<file path="config.mk">
export PLATFORM = sky130hd
export DESIGN_NAME = evf_flag_bank
export DESIGN_NICKNAME = d
export VERILOG_FILES = /design/src/rtl/evf_pkg.sv /design/src/rtl/evf_flag_cell.sv /design/src/rtl/evf_dma_clr.sv /design/src/rtl/evf_cpu_port.sv /design/src/rtl/evf_flag_bank.sv
export SDC_FILE = /design/constraint.sdc
export NUM_CORES = 1
export LEC_CHECK = 0
export ABC_AREA = 1
export BUFFER_PORTS_ARGS = -buffer_cell sky130_fd_sc_hd__buf_2
export CORE_UTILIZATION = 35
export CTS_CLUSTER_DIAMETER = 150
export DETAILED_ROUTE_END_ITERATION = 8
export PLACE_DENSITY = 0.55
export SYNTH_ARGS = -nofsm -noshare
export SYNTH_HDL_FRONTEND = slang
export SYNTH_SLANG_ARGS = --single-unit
export TNS_END_PERCENT = 10
</file>
<file path="constraint.sdc">
create_clock -name clk_i -period 1.25 [get_ports clk_i]
set_input_delay 0.25 -clock clk_i [delete_from_list [all_inputs] [get_ports clk_i]]
set_output_delay 0.25 -clock clk_i [all_outputs]
set_load 0.03 [all_outputs]
</file>
<file path="src/rtl/evf_pkg.sv">
package evf_pkg;
  typedef enum logic [1:0] {
    EVF_FLAG  = 2'd0,
    EVF_IEN   = 2'd1,
    EVF_DLINK = 2'd2,
    EVF_RSVD  = 2'd3
  } evf_addr_e;
endpackage

</file>
<file path="src/rtl/evf_flag_cell.sv">
module evf_flag_cell (
  input  logic clk_i,
  input  logic rst_ni,
  input  logic stby_i,
  input  logic evt_i,
  input  logic rd_i,
  input  logic wr_i,
  input  logic wbit_i,
  input  logic dma_clr_i,
  output logic flag_o
);
  logic flag_q, mark_q, sw_clr;

  // clear needs an armed marker; clears beat a same-cycle event
  assign sw_clr = wr_i & ~wbit_i & mark_q;

  always_ff @(posedge clk_i or negedge rst_ni) begin
    if (!rst_ni) begin
      flag_q <= 1'b0;
      mark_q <= 1'b0;
    end else if (stby_i || sw_clr || dma_clr_i) begin
      flag_q <= 1'b0;
      mark_q <= 1'b0;
    end else begin
      if (evt_i) flag_q <= 1'b1;
      if (rd_i && flag_q) mark_q <= 1'b1;
    end
  end

  assign flag_o = flag_q;


  sw_clear_chk: assert property (@(posedge clk_i) disable iff (!rst_ni)
    (wr_i && !wbit_i && mark_q) |=> !flag_q);

  evt_set_chk: assert property (@(posedge clk_i) disable iff (!rst_ni)
    (evt_i && !stby_i && !dma_clr_i && !(wr_i && !wbit_i && mark_q)) |=> flag_q);

  rise_src_chk: assert property (@(posedge clk_i) disable iff (!rst_ni)
    $rose(flag_q) |-> $past(evt_i));

  unarmed_keep_chk: assert property (@(posedge clk_i) disable iff (!rst_ni)
    (flag_q && !mark_q && !dma_clr_i && !stby_i) |=> flag_q);

  mark_flag_chk: assert property (@(posedge clk_i) disable iff (!rst_ni)
    mark_q |-> flag_q);

  dma_clear_chk: assert property (@(posedge clk_i) disable iff (!rst_ni)
    dma_clr_i |=> !flag_q);
endmodule

</file>
<file path="src/rtl/evf_dma_clr.sv">
module evf_dma_clr #(
  parameter int N_FLAGS = 16,
  parameter int SRC_W   = 4
) (
  input  logic               clk_i,
  input  logic               rst_ni,
  input  logic [SRC_W-1:0]   src_i,
  input  logic               burst_i,
  input  logic               done_i,
  input  logic               bus_rel_i,
  input  logic [N_FLAGS-1:0] link_i,
  output logic [N_FLAGS-1:0] clr_o
);
  logic fire;

  // burst: clear on completion; cycle-steal: clear on every bus release
  assign fire = burst_i ? done_i : bus_rel_i;

  for (genvar i = 0; i < N_FLAGS; i++) begin : g_dec
    assign clr_o[i] = fire & link_i[i] & (src_i == SRC_W'(i));
  end


  dma_onehot_chk: assert property (@(posedge clk_i) disable iff (!rst_ni)
    $onehot0(clr_o));

  dma_mode_chk: assert property (@(posedge clk_i) disable iff (!rst_ni)
    (clr_o != '0) |-> (burst_i ? done_i : bus_rel_i));
endmodule

</file>
<file path="src/rtl/evf_cpu_port.sv">
module evf_cpu_port
  import evf_pkg::*;
#(
  parameter int N_FLAGS = 16
) (
  input  logic               clk_i,
  input  logic               rst_ni,
  input  logic               sel_i,
  input  logic               we_i,
  input  logic [1:0]         addr_i,
  input  logic [N_FLAGS-1:0] wdata_i,
  input  logic [N_FLAGS-1:0] flags_i,
  output logic [N_FLAGS-1:0] rdata_o,
  output logic               rd_flag_o,
  output logic               wr_flag_o,
  output logic [N_FLAGS-1:0] ien_o,
  output logic [N_FLAGS-1:0] link_o
);
  evf_addr_e addr;
  logic [N_FLAGS-1:0] ien_q, link_q;

  assign addr      = evf_addr_e'(addr_i);
  assign rd_flag_o = sel_i & ~we_i & (addr == EVF_FLAG);
  assign wr_flag_o = sel_i &  we_i & (addr == EVF_FLAG);

  always_ff @(posedge clk_i or negedge rst_ni) begin
    if (!rst_ni) begin
      ien_q  <= '0;
      link_q <= '0;
    end else if (sel_i && we_i) begin
      if (addr == EVF_IEN)   ien_q  <= wdata_i;
      if (addr == EVF_DLINK) link_q <= wdata_i;
    end
  end

  always_comb begin
    rdata_o = '0;
    if (sel_i && !we_i) begin
      unique case (addr)
        EVF_FLAG:  rdata_o = flags_i;
        EVF_IEN:   rdata_o = ien_q;
        EVF_DLINK: rdata_o = link_q;
        default:   rdata_o = '0;
      endcase
    end
  end

  assign ien_o  = ien_q;
  assign link_o = link_q;


  ien_write_chk: assert property (@(posedge clk_i) disable iff (!rst_ni)
    (sel_i && we_i && addr == EVF_IEN) |=> (ien_q == $past(wdata_i)));
endmodule

</file>
<file path="src/rtl/evf_flag_bank.sv">
module evf_flag_bank #(
  parameter  int N_FLAGS = 16,
  localparam int SRC_W   = $clog2(N_FLAGS)
) (
  input  logic               clk_i,
  input  logic               rst_ni,
  input  logic               stby_i,
  input  logic [N_FLAGS-1:0] evt_i,
  input  logic               cpu_sel_i,
  input  logic               cpu_we_i,
  input  logic [1:0]         cpu_addr_i,
  input  logic [N_FLAGS-1:0] cpu_wdata_i,
  output logic [N_FLAGS-1:0] cpu_rdata_o,
  input  logic [SRC_W-1:0]   dma_src_i,
  input  logic               dma_burst_i,
  input  logic               dma_done_i,
  input  logic               dma_bus_rel_i,
  output logic [N_FLAGS-1:0] flags_o,
  output logic               irq_o
);
  logic               rd_flag, wr_flag;
  logic [N_FLAGS-1:0] ien, link, dma_clr, flags;

  evf_cpu_port #(.N_FLAGS(N_FLAGS)) u_port (
    .clk_i     (clk_i),
    .rst_ni    (rst_ni),
    .sel_i     (cpu_sel_i),
    .we_i      (cpu_we_i),
    .addr_i    (cpu_addr_i),
    .wdata_i   (cpu_wdata_i),
    .flags_i   (flags),
    .rdata_o   (cpu_rdata_o),
    .rd_flag_o (rd_flag),
    .wr_flag_o (wr_flag),
    .ien_o     (ien),
    .link_o    (link)
  );

  evf_dma_clr #(.N_FLAGS(N_FLAGS), .SRC_W(SRC_W)) u_dma (
    .clk_i     (clk_i),
    .rst_ni    (rst_ni),
    .src_i     (dma_src_i),
    .burst_i   (dma_burst_i),
    .done_i    (dma_done_i),
    .bus_rel_i (dma_bus_rel_i),
    .link_i    (link),
    .clr_o     (dma_clr)
  );

  for (genvar i = 0; i < N_FLAGS; i++) begin : g_cell
    evf_flag_cell u_cell (
      .clk_i     (clk_i),
      .rst_ni    (rst_ni),
      .stby_i    (stby_i),
      .evt_i     (evt_i[i]),
      .rd_i      (rd_flag),
      .wr_i      (wr_flag),
      .wbit_i    (cpu_wdata_i[i]),
      .dma_clr_i (dma_clr[i]),
      .flag_o    (flags[i])
    );
  end

  assign flags_o = flags;
  assign irq_o   = |(flags & ien);


  stby_clear_chk: assert property (@(posedge clk_i) disable iff (!rst_ni)
    stby_i |=> (flags_o == '0));

  stby_keep_ien_chk: assert property (@(posedge clk_i) disable iff (!rst_ni)
    (stby_i && !cpu_sel_i) |=> $stable(ien));
endmodule

</file>
==> results.toml, run 1 <==
[outcome]
status = "finished with violations"
violations = "negative setup slack"

[critical_path]
cpPeakStageDelay_ns = 0.42
crit_path_max_fanout = 4
cp.arrival_ns = 1.36
path_cells = "nand2_1, nand4_1, nor2_1, nand2_1, buf_6"
crit_required_ns = 1.00
endpoint_kind = "output pin"
crit_path_start_kind = "flip-flop"
worst-setup-path-type = "reg -> out"
cp_slowest_cell = "dfrtp_1"
cpMostUsedCell = "nand2_1"

[job]
drv_cap = 0

[sta]
period_share = 1.29
worst_pin_slew_ns = 0.293
setup-violations-final = 28
max_freq_ghz = 0.621
layout_setup_ws_ns = -0.361
hold_viol = 0
rsz0062_at_grt = "yes"
slew_headroom = 0.805
period_minus_slack_ns = 1.61
clock_skew_ns = 0.00521
slew_viol_final = 0

[clock_network]
cts_tree = "done"
root_buffer = "clkbuf_8"
numCtsBuffers = 9
clock_latency_ns = 0.35
cts.clk_slew.worst_paths_ns = 0.07
cts.htree.levels = 3
cts.sinks = 64
cts_buffer_depth = 2

[route]
wl_per_cell_um = 13.3
drtPass1Iterations = 4
antenna_left = 0
totalWireLength_um = 10100
drc_errors = 0
drtIter0Drc = 158
vias = 3426
vias_per_cell = 4.52

[logic_synthesis]
syn_nets = 565
yosysTopAreaCellShare = 0.438
synth_common_cells = "120 x nand2_1, 101 x inv_1, 82 x nor2_1"
synth_cell_types = 21
syn_inst = 519
ys_ff_latch = 64
synth-edff-count = 0
synth_top_cell_by_area = "dfrtp_1"
synth_flop_cell = "dfrtp_1"
synthArstFlopShare = 1.00
ys_seq_area_frac = 0.438
synth.most_common_cell = "nand2_1"
syn_area_per_cell_um2 = 7.05
synth.cell_area_um2 = 3660
yosys_warnings = 0
netlist_top_cells_area = "dfrtp_1 44%, nand2_1 12%, inv_1 10%"

[finish]
nets = 666
multi_input_area_um2 = 1490
n_antenna_cell = 0
utilization = 0.489
n_fill_cell = 1010
drive_gt1_frac = 0.288
finalInstanceArea_um2 = 4870
layoutNonFillerInstCount = 758
area_growth_pct = 33.1
register_area_um2 = 1600

[grt]
grt.met2_usage = 0.319
busiest_layer = "met2"
grt_use_met3 = 0.0388
globalRouteTotalUtil = 0.203
grt_max_degree = 41
overflow = 0
grtUsageMet1 = 0.277
antenna_found_initial = 0
grt_pass1_vias = 3463
grt_pass1_wl_um = 17100

[floorplan]
die_w_um = 104
initial_core_util = 0.368
row_count = 36
fp.dieArea_um2 = 10900
core_um2 = 9950
ioPinCount = 79
fp.dieH_um = 104

[placement]
place_inst = 741
dp_hpwl_um = 7390
gp_congestion = 0.822
placed_area_um2 = 4440
io_buffers = 78

[power_and_ir_drop]
ir_drop_mv = 0.500
power_mw = 5.65
p_leak_nw = 2.55
power_per_cell_area_nw_per_um2 = 1160

[min_path]
hold_path_class = "in -> reg"
[final cells by class]
class | count | share of cell area
Clock buffer | 13 | 0.0326
Clock inverter | 3 | 0.00822
Inverter | 104 | 0.0812
Multi-Input combinational cell | 321 | 0.307
Sequential cell | 64 | 0.329
Tap cell | 133 | 0.0342
Timing Repair Buffer | 120 | 0.208
[state kept, by name, indices dropped and copies added (netlist names)]
signal,cells
u_port.link_o,16
g_cell.u_cell.flag_o,16
g_cell.u_cell.mark_q,16
u_port.ien_o,16
[placed cells by master, fill, tap and decap left out, drive strengths merged]
master and n:
inv 104, nand4 8, buf 119, dlygate4sd3 1, nand2 124, nand3 30, nor2 87, clkinv 2
o21ai 57, clkbuf 13, bufinv 1, nor3 5, o211ai 10, dfrtp 64
[per-layer routing]
layer  wire [µm]  share of wire
met1        4790           0.47
met2        4610           0.46
met3         509          0.050
met4         186          0.018
met5           0              0
[through the flow]
stage | worst slack (ns) | TNS [ns] | hold WS (ns)
after floorplan | -0.0279 | -0.251 | -0.0456
after global placement | -0.216 | -8.84 | 0.261
after detailed placement | -0.251 | -10.16 | 0.249
after CTS | -0.364 | -5.06 | 0.115
after global routing | -0.454 | -6.40 | 0.131
final | -0.361 | -4.48 | 0.127
[critical path, delay by kind of cell, from the launching register on]
family,cells,cell delay (ns)
buffers and inverters,1,0.16
flip-flops,1,0.42
AND/OR/NAND/NOR,4,0.44
[power breakdown]
group | leakage (nW) | total [mW] | switching (mW) | internal (mW)
logic | 1.62 | 1.31 | 0.743 | 0.566
clock network | 0.103 | 1.84 | 0.816 | 1.03
registers | 0.824 | 2.50 | 0.186 | 2.31
[path summary, 6_finish.rpt]
kind                                          from                  endpoint  slack [ns]  cells after the start
max                        g_cell[2].u_cell.flag_o                     irq_o       -0.36                      5
min                                       evt_i[0]   g_cell[0].u_cell.flag_o        0.13                      3
max reg2reg                      u_port.link_o[14]  g_cell[14].u_cell.mark_q        0.34                      5
min reg2reg                      u_port.link_o[10]         u_port.link_o[10]        0.50                      2
max in group asynchronous                   rst_ni  g_cell[10].u_cell.flag_o        0.58                      3
min in group asynchronous                   rst_ni   g_cell[1].u_cell.mark_q        0.42                      3
[logic make-up after synthesis]
kind of cell	Yosys count	synth area share
AOI/OAI and AO/OA	67	0.109
and+or+nand+nor	254	0.291
buffers and inverters	134	0.163
DFF	64	0.438
[repair_timing]
item,4_1_cts,5_1_grt
resized for setup,64,20
endpoints found under the hold margin,64,0
setup endpoints to repair,28,32
buffers inserted,0,0
hold buffers,1,0
pin swaps,16,14
Note: power is estimated with default switching activity, not from simulation.
==> run 2, diff against run 1 <==
Settings changed: CTS_BUF_LIST from default to sky130_fd_sc_hd__clkbuf_8.
==> results.toml, run 2 (synthesis gave the netlist of run 1 again) <==
[min_path]
hold_path_class = "in -> reg"
hold_path_depth = 3
hp-start = "evt_i[0]"
min_to = "g_cell[0].u_cell.flag_o"

[clock_network]
cts.htree.levels = 3
cts_tree = "done"
clock_latency_ns = 0.35
root_buffer = "clkbuf_8"
cts.clk_slew.worst_paths_ns = 0.08
cts_buffer_depth = 2
numCtsBuffers = 9
cts.sinks = 64

[sta]
layout_setup_ws_ns = -0.362
rsz0062_at_grt = "yes"
slew_headroom = 0.805
worst_hold_slack_ns = 0.124
worst_pin_slew_ns = 0.293
hold_viol = 0
clock_skew_ns = 0.00746
period_share = 1.29
max_freq_ghz = 0.620
period_minus_slack_ns = 1.61
slew_viol_final = 0
setup-violations-final = 28

[floorplan]
fp.dieH_um = 104
ioPinCount = 79
fp.dieArea_um2 = 10900
core_um2 = 9950
die_w_um = 104
row_count = 36
initial_core_util = 0.368

[route]
drtIter0Drc = 158
vias_per_cell = 4.53
totalWireLength_um = 10100
antenna_left = 0
route.layer.met1.wl_um = 4870
drtPass1Iterations = 4
top_layer = "met4"
drc_errors = 0
vias = 3433
dr_wl_met3_um = 492
wl_per_cell_um = 13.3
dr_wl_met2_um = 4570

[critical_path]
crit_path_start_kind = "flip-flop"
r2r_end = "g_cell[14].u_cell.mark_q"
crit_required_ns = 1.00
crit_path_max_fanout = 4
cp_slowest_cell = "dfrtp_1"
cpMostUsedCell = "nand2_1"
endpoint_kind = "output pin"
worst-setup-path-type = "reg -> out"
cpPeakStageDelay_ns = 0.42
cp.arrival_ns = 1.36
rr_startpoint = "u_port.link_o[14]"
critPathTopFamily = "simple AND/OR/NAND/NOR gates"
reg2reg_slack_ns = 0.34
worstRegToRegCells = 5
critPathBufInv = 1
path_cells = "nand2_1, nand4_1, nor2_1, nand2_1, buf_6"

[finish]
finalInstanceArea_um2 = 4870
n_antenna_cell = 0
drive_gt1_frac = 0.288
multi_input_area_um2 = 1490
mostFrequentLayoutCells = "113 x nand2_1, 88 x inv_1, 82 x nor2_1, 63 x dfrtp_1, 48 x buf_2"
n_fill_cell = 1010
layoutNonFillerInstCount = 758
nets = 666
register_area_um2 = 1600
mostFrequentLayoutCell = "nand2_1"
area_growth_pct = 33.1

[grt]
antenna_found_initial = 0
grt_pass1_vias = 3463
overflow = 0
globalRouteTotalUtil = 0.203
grt_pass1_wl_um = 17100
grt_max_degree = 41

[placement]
io_buffers = 78
gp_congestion = 0.822
place_inst = 741
placed_area_um2 = 4440
dp_hpwl_um = 7390

[power_and_ir_drop]
power_per_cell_area_nw_per_um2 = 1160
p_leak_nw = 2.56
ir_drop_mv = 0.499
power_mw = 5.63

[job]
drv_cap = 0

[outcome]
status = "finished with violations"
violations = "negative setup slack"
==> run 2: cell count changes in the layout (fill, tap and decap cells not counted) <==
| cell | delta |
|---|---|
| clkbuf_1 | -2 |
| inv_1 | +2 |
==> run 2: where the power goes <==
part,internal (mW),total [mW],switching (mW)
logic,0.566,1.31,0.743
registers,2.31,2.50,0.186
clock network,1.01,1.82,0.815
total,3.89,5.63,1.74
==> run 2: timing repair <==
| action | in CTS | in global routing |
|---|---|---|
| hold buffers | 1 | 0 |
| pin swaps | 16 | 14 |
| setup buffers | 0 | 0 |
| gates resized for setup | 64 | 20 |
| cloned | 0 | 0 |
| endpoints found under the hold margin | 64 | 0 |
| setup endpoints to repair | 28 | 32 |
==> run 2: layout make-up <==
type                            instances  area share
Sequential cell                        64       0.329
Multi-Input combinational cell        321       0.307
Timing Repair Buffer                  120       0.208
Inverter                              104      0.0812
Tap cell                              133      0.0342
Clock buffer                           11      0.0311
Clock inverter                          5     0.00976
==> run 2: how the worst max path moves through the flow <==
stage,start,endpoint,slack (ns),depth (start not counted)
2_1_floorplan,cpu_addr_i[0],cpu_rdata_o[4],-0.03,8
3_3_place_gp,cpu_addr_i[0],cpu_rdata_o[13],-0.22,9
3_5_place_dp,cpu_addr_i[0],cpu_rdata_o[5],-0.25,9
4_1_cts,g_cell[5].u_cell.flag_o,irq_o,-0.36,5
5_1_grt,g_cell[2].u_cell.flag_o,irq_o,-0.45,5
6_report,g_cell[2].u_cell.flag_o,irq_o,-0.36,5
==> run 2: metal layers <==
metal  vias up  GRT usage
met3        16     0.0388
met4         0     0.0724
met5         -          0
met2        91      0.319
li1       1761          -
met1      1565      0.277
==> run 2: per-stage QoR <==
step                      TNS (ns)   util  setup WS (ns)
after floorplan             -0.251      -        -0.0279
after global placement       -8.84  0.446         -0.216
after detailed placement    -10.16  0.446         -0.251
after CTS                    -5.06  0.484         -0.364
after global routing         -6.40  0.489         -0.454
final                        -4.51  0.489         -0.362
==> run 2: worst register-to-register path, cell delays in order (launching register included) <==
cell,delay [ns]
dfrtp_1,0.38
inv_1,0.05
nor2_1,0.09
nand3_1,0.11
nand3_1,0.11
nor2_1,0.05
==> run 3, diff against run 2 <==
Settings changed: SYNTH_HIERARCHICAL from default to 1.
==> results.toml, run 3 <==
[finish]
layoutNonFillerInstCount = 765
drive_gt1_frac = 0.364
mostFrequentLayoutCell = "nand2_1"
area_growth_pct = 40.6
mostFrequentLayoutCells = "99 x nand2_1, 85 x nor2_1, 73 x nand3_1, 64 x dfrtp_1, 60 x inv_1"
n_antenna_cell = 0
nets = 671
finalInstanceArea_um2 = 5200

[sta]
tns_ns = -4.57
setup-violations-final = 27
rsz0062_at_grt = "yes"
slew_viol_final = 0
period_minus_slack_ns = 1.60
slew_headroom = 0.760
layout_setup_ws_ns = -0.354
worst_pin_slew_ns = 0.359
period_share = 1.28
max_freq_ghz = 0.624
hold_viol = 0
clock_skew_ns = 0.00990

[logic_synthesis]
synth-adder-area-share = 0
yosys_warnings = 6
ys_seq_area_frac = 0.433
yosys-mux-area-fraction = 0
synthArstFlopShare = 1.00
synthXorXnorAreaFrac = 0
syn_area_per_cell_um2 = 7.48
yosys.area_share.simple = 0.361
syn_inst = 495
syn_nets = 541
synth_cell_types = 19
netlist_top_cells_area = "dfrtp_1 43%, nand2_1 11%, nand3_1 10%"
synth_common_cells = "110 x nand2_1, 88 x nor2_1, 76 x nand3_1"
ys_ff_latch = 64
synth.cell_area_um2 = 3700
synth_top_family_by_area = "simple AND/OR/NAND/NOR gates"
synth_top_cell_by_area = "dfrtp_1"
synth-edff-count = 0
synth_flop_cell = "dfrtp_1"
yosysTopAreaCellShare = 0.433
synth.most_common_cell = "nand2_1"
synth-compound-area-share = 0.0974

[clock_network]
cts.clk_slew.worst_paths_ns = 0.07
numCtsBuffers = 9
cts.sinks = 64
root_buffer = "clkbuf_8"
cts_tree = "done"
cts.htree.levels = 3
cts_buffer_depth = 2
clock_latency_ns = 0.35

[power_and_ir_drop]
swShare = 0.326
switching_power_mw = 1.87
comb_power_share = 0.284
ir_drop_mv = 0.539
p_leak_nw = 2.75
seqPwrFrac = 0.436
power_per_cell_area_nw_per_um2 = 1100
power.internal_mw = 3.86
p_clk_frac = 0.280

[route]
drc_errors = 0
antenna_left = 0
vias_per_cell = 4.66
drtIter0Drc = 192
drtPass1Iterations = 5
totalWireLength_um = 10700
vias = 3566
wl_per_cell_um = 13.9

[placement]
place_inst = 744
gp_congestion = 0.867
io_buffers = 78
placed_area_um2 = 4670
dp_hpwl_um = 7630

[grt]
antenna_found_initial = 0
grt_pass1_wl_um = 17600
overflow = 0
grt_max_degree = 65
globalRouteTotalUtil = 0.209
grt_pass1_vias = 3608

[outcome]
violations = "negative setup slack"
status = "finished with violations"

[critical_path]
endpoint_kind = "output pin"
worst-setup-path-type = "reg -> out"
path_cells = "buf_4, buf_6, nand2_1, nand3_1, nand2_1, inv_1, buf_6"
cpPeakStageDelay_ns = 0.40
crit_path_start_kind = "flip-flop"
critPathTopFamily = "buffers and inverters"
crit_path_max_fanout = 4
cp_slowest_cell = "dfrtp_1"
cp.arrival_ns = 1.35
crit_required_ns = 1.00
critPathBufInv = 4

[min_path]
hold_path_class = "in -> reg"

[floorplan]
ioPinCount = 79
initial_core_util = 0.360
core_um2 = 10300
row_count = 37
die_w_um = 105
fp.dieH_um = 105
fp.dieArea_um2 = 11000

[job]
drv_cap = 0
==> run 3: cell count changes in the layout (fill, tap and decap cells not counted), sizes merged <==
cell      change
nand3        +46
inv          -38
o21ai        -25
a21oi        +16
buf          +15
o211ai       -10
nand4         -5
nor2          +5
nor3          -4
nand2         +3
bufinv        -1
clkinv        +1
clkinvlp      +1
==> run 3: stage by stage <==
step	setup WS (ns)	utilization	hold WS (ns)	total power, mW
final	-0.354	0.506	0.126	5.73
after global routing	-0.422	0.506	0.122	6.08
after CTS	-0.367	0.497	0.103	5.74
after detailed placement	-0.264	0.455	0.298	3.96
after global placement	-0.207	0.455	0.299	3.93
after floorplan	-0.101	-	-0.0456	3.36
==> run 3: area by class of cell <==
type	instances	area, µm²
Fill cell	1029	5070
Multi-Input combinational cell	347	1760
Sequential cell	64	1600
Timing Repair Buffer	135	1230
Inverter	68	263
Tap cell	136	170
Clock buffer	11	151
Clock inverter	4	21.3
==> run 3: worst register-to-register path, stage by stage, from the launching register on <==
cell     delay (ns)
dfrtp_1        0.40
nand3_1        0.09
nor2_1         0.04
nor2_1         0.16
nand2_1        0.10
nor2_1         0.10
==> run 3: cells by family (layout without fill, tap and decap cells) <==
family,after synthesis,count (layout)
and+or+nand+nor,299,299
buffers and inverters,84,218
DFF,64,64
AOI/OAI and AO/OA,48,48
==> run 3: per-layer routing <==
metal,GRT usage,share of wire,vias up
met5,0,0,-
met4,0.0734,0.012,0
met3,0.0381,0.042,8
met2,0.342,0.48,82
met1,0.277,0.46,1662
li1,-,-,1814
==> run 3: power groups by stage <==
stage               combinational [mW]  sequential (mW)  clock (mW)
finish                            1.63             2.50        1.60
global route                      1.78             2.53        1.76
CTS                               1.57             2.49        1.68
detailed placement                1.42             2.53           0
global placement                  1.41             2.52           0
floorplan                        0.766             2.59           0
==> run 3: final timing paths <==
| check | startpoint | end | slack, ns | cells after the start |
|---|---|---|---|---|
| max in group asynchronous | rst_ni | g_cell[4].u_cell/mark_q | 0.50 | 3 |
| min | evt_i[3] | g_cell[3].u_cell/flag_o | 0.13 | 3 |
| max reg2reg | u_port/link_o[13] | g_cell[13].u_cell/flag_o | 0.28 | 5 |
| max | g_cell[14].u_cell/flag_o | cpu_rdata_o[14] | -0.35 | 7 |
| min reg2reg | g_cell[15].u_cell/mark_q | g_cell[15].u_cell/mark_q | 0.50 | 2 |
| min in group asynchronous | rst_ni | u_port/ien_o[9] | 0.45 | 3 |
==> run 3: timing repair <==
action,CTS,global route
resized for setup,75,25
pin swaps,5,12
setup buffers,2,3
endpoints found under the hold margin,64,0
setup endpoints to repair,33,33
hold buffers,1,0
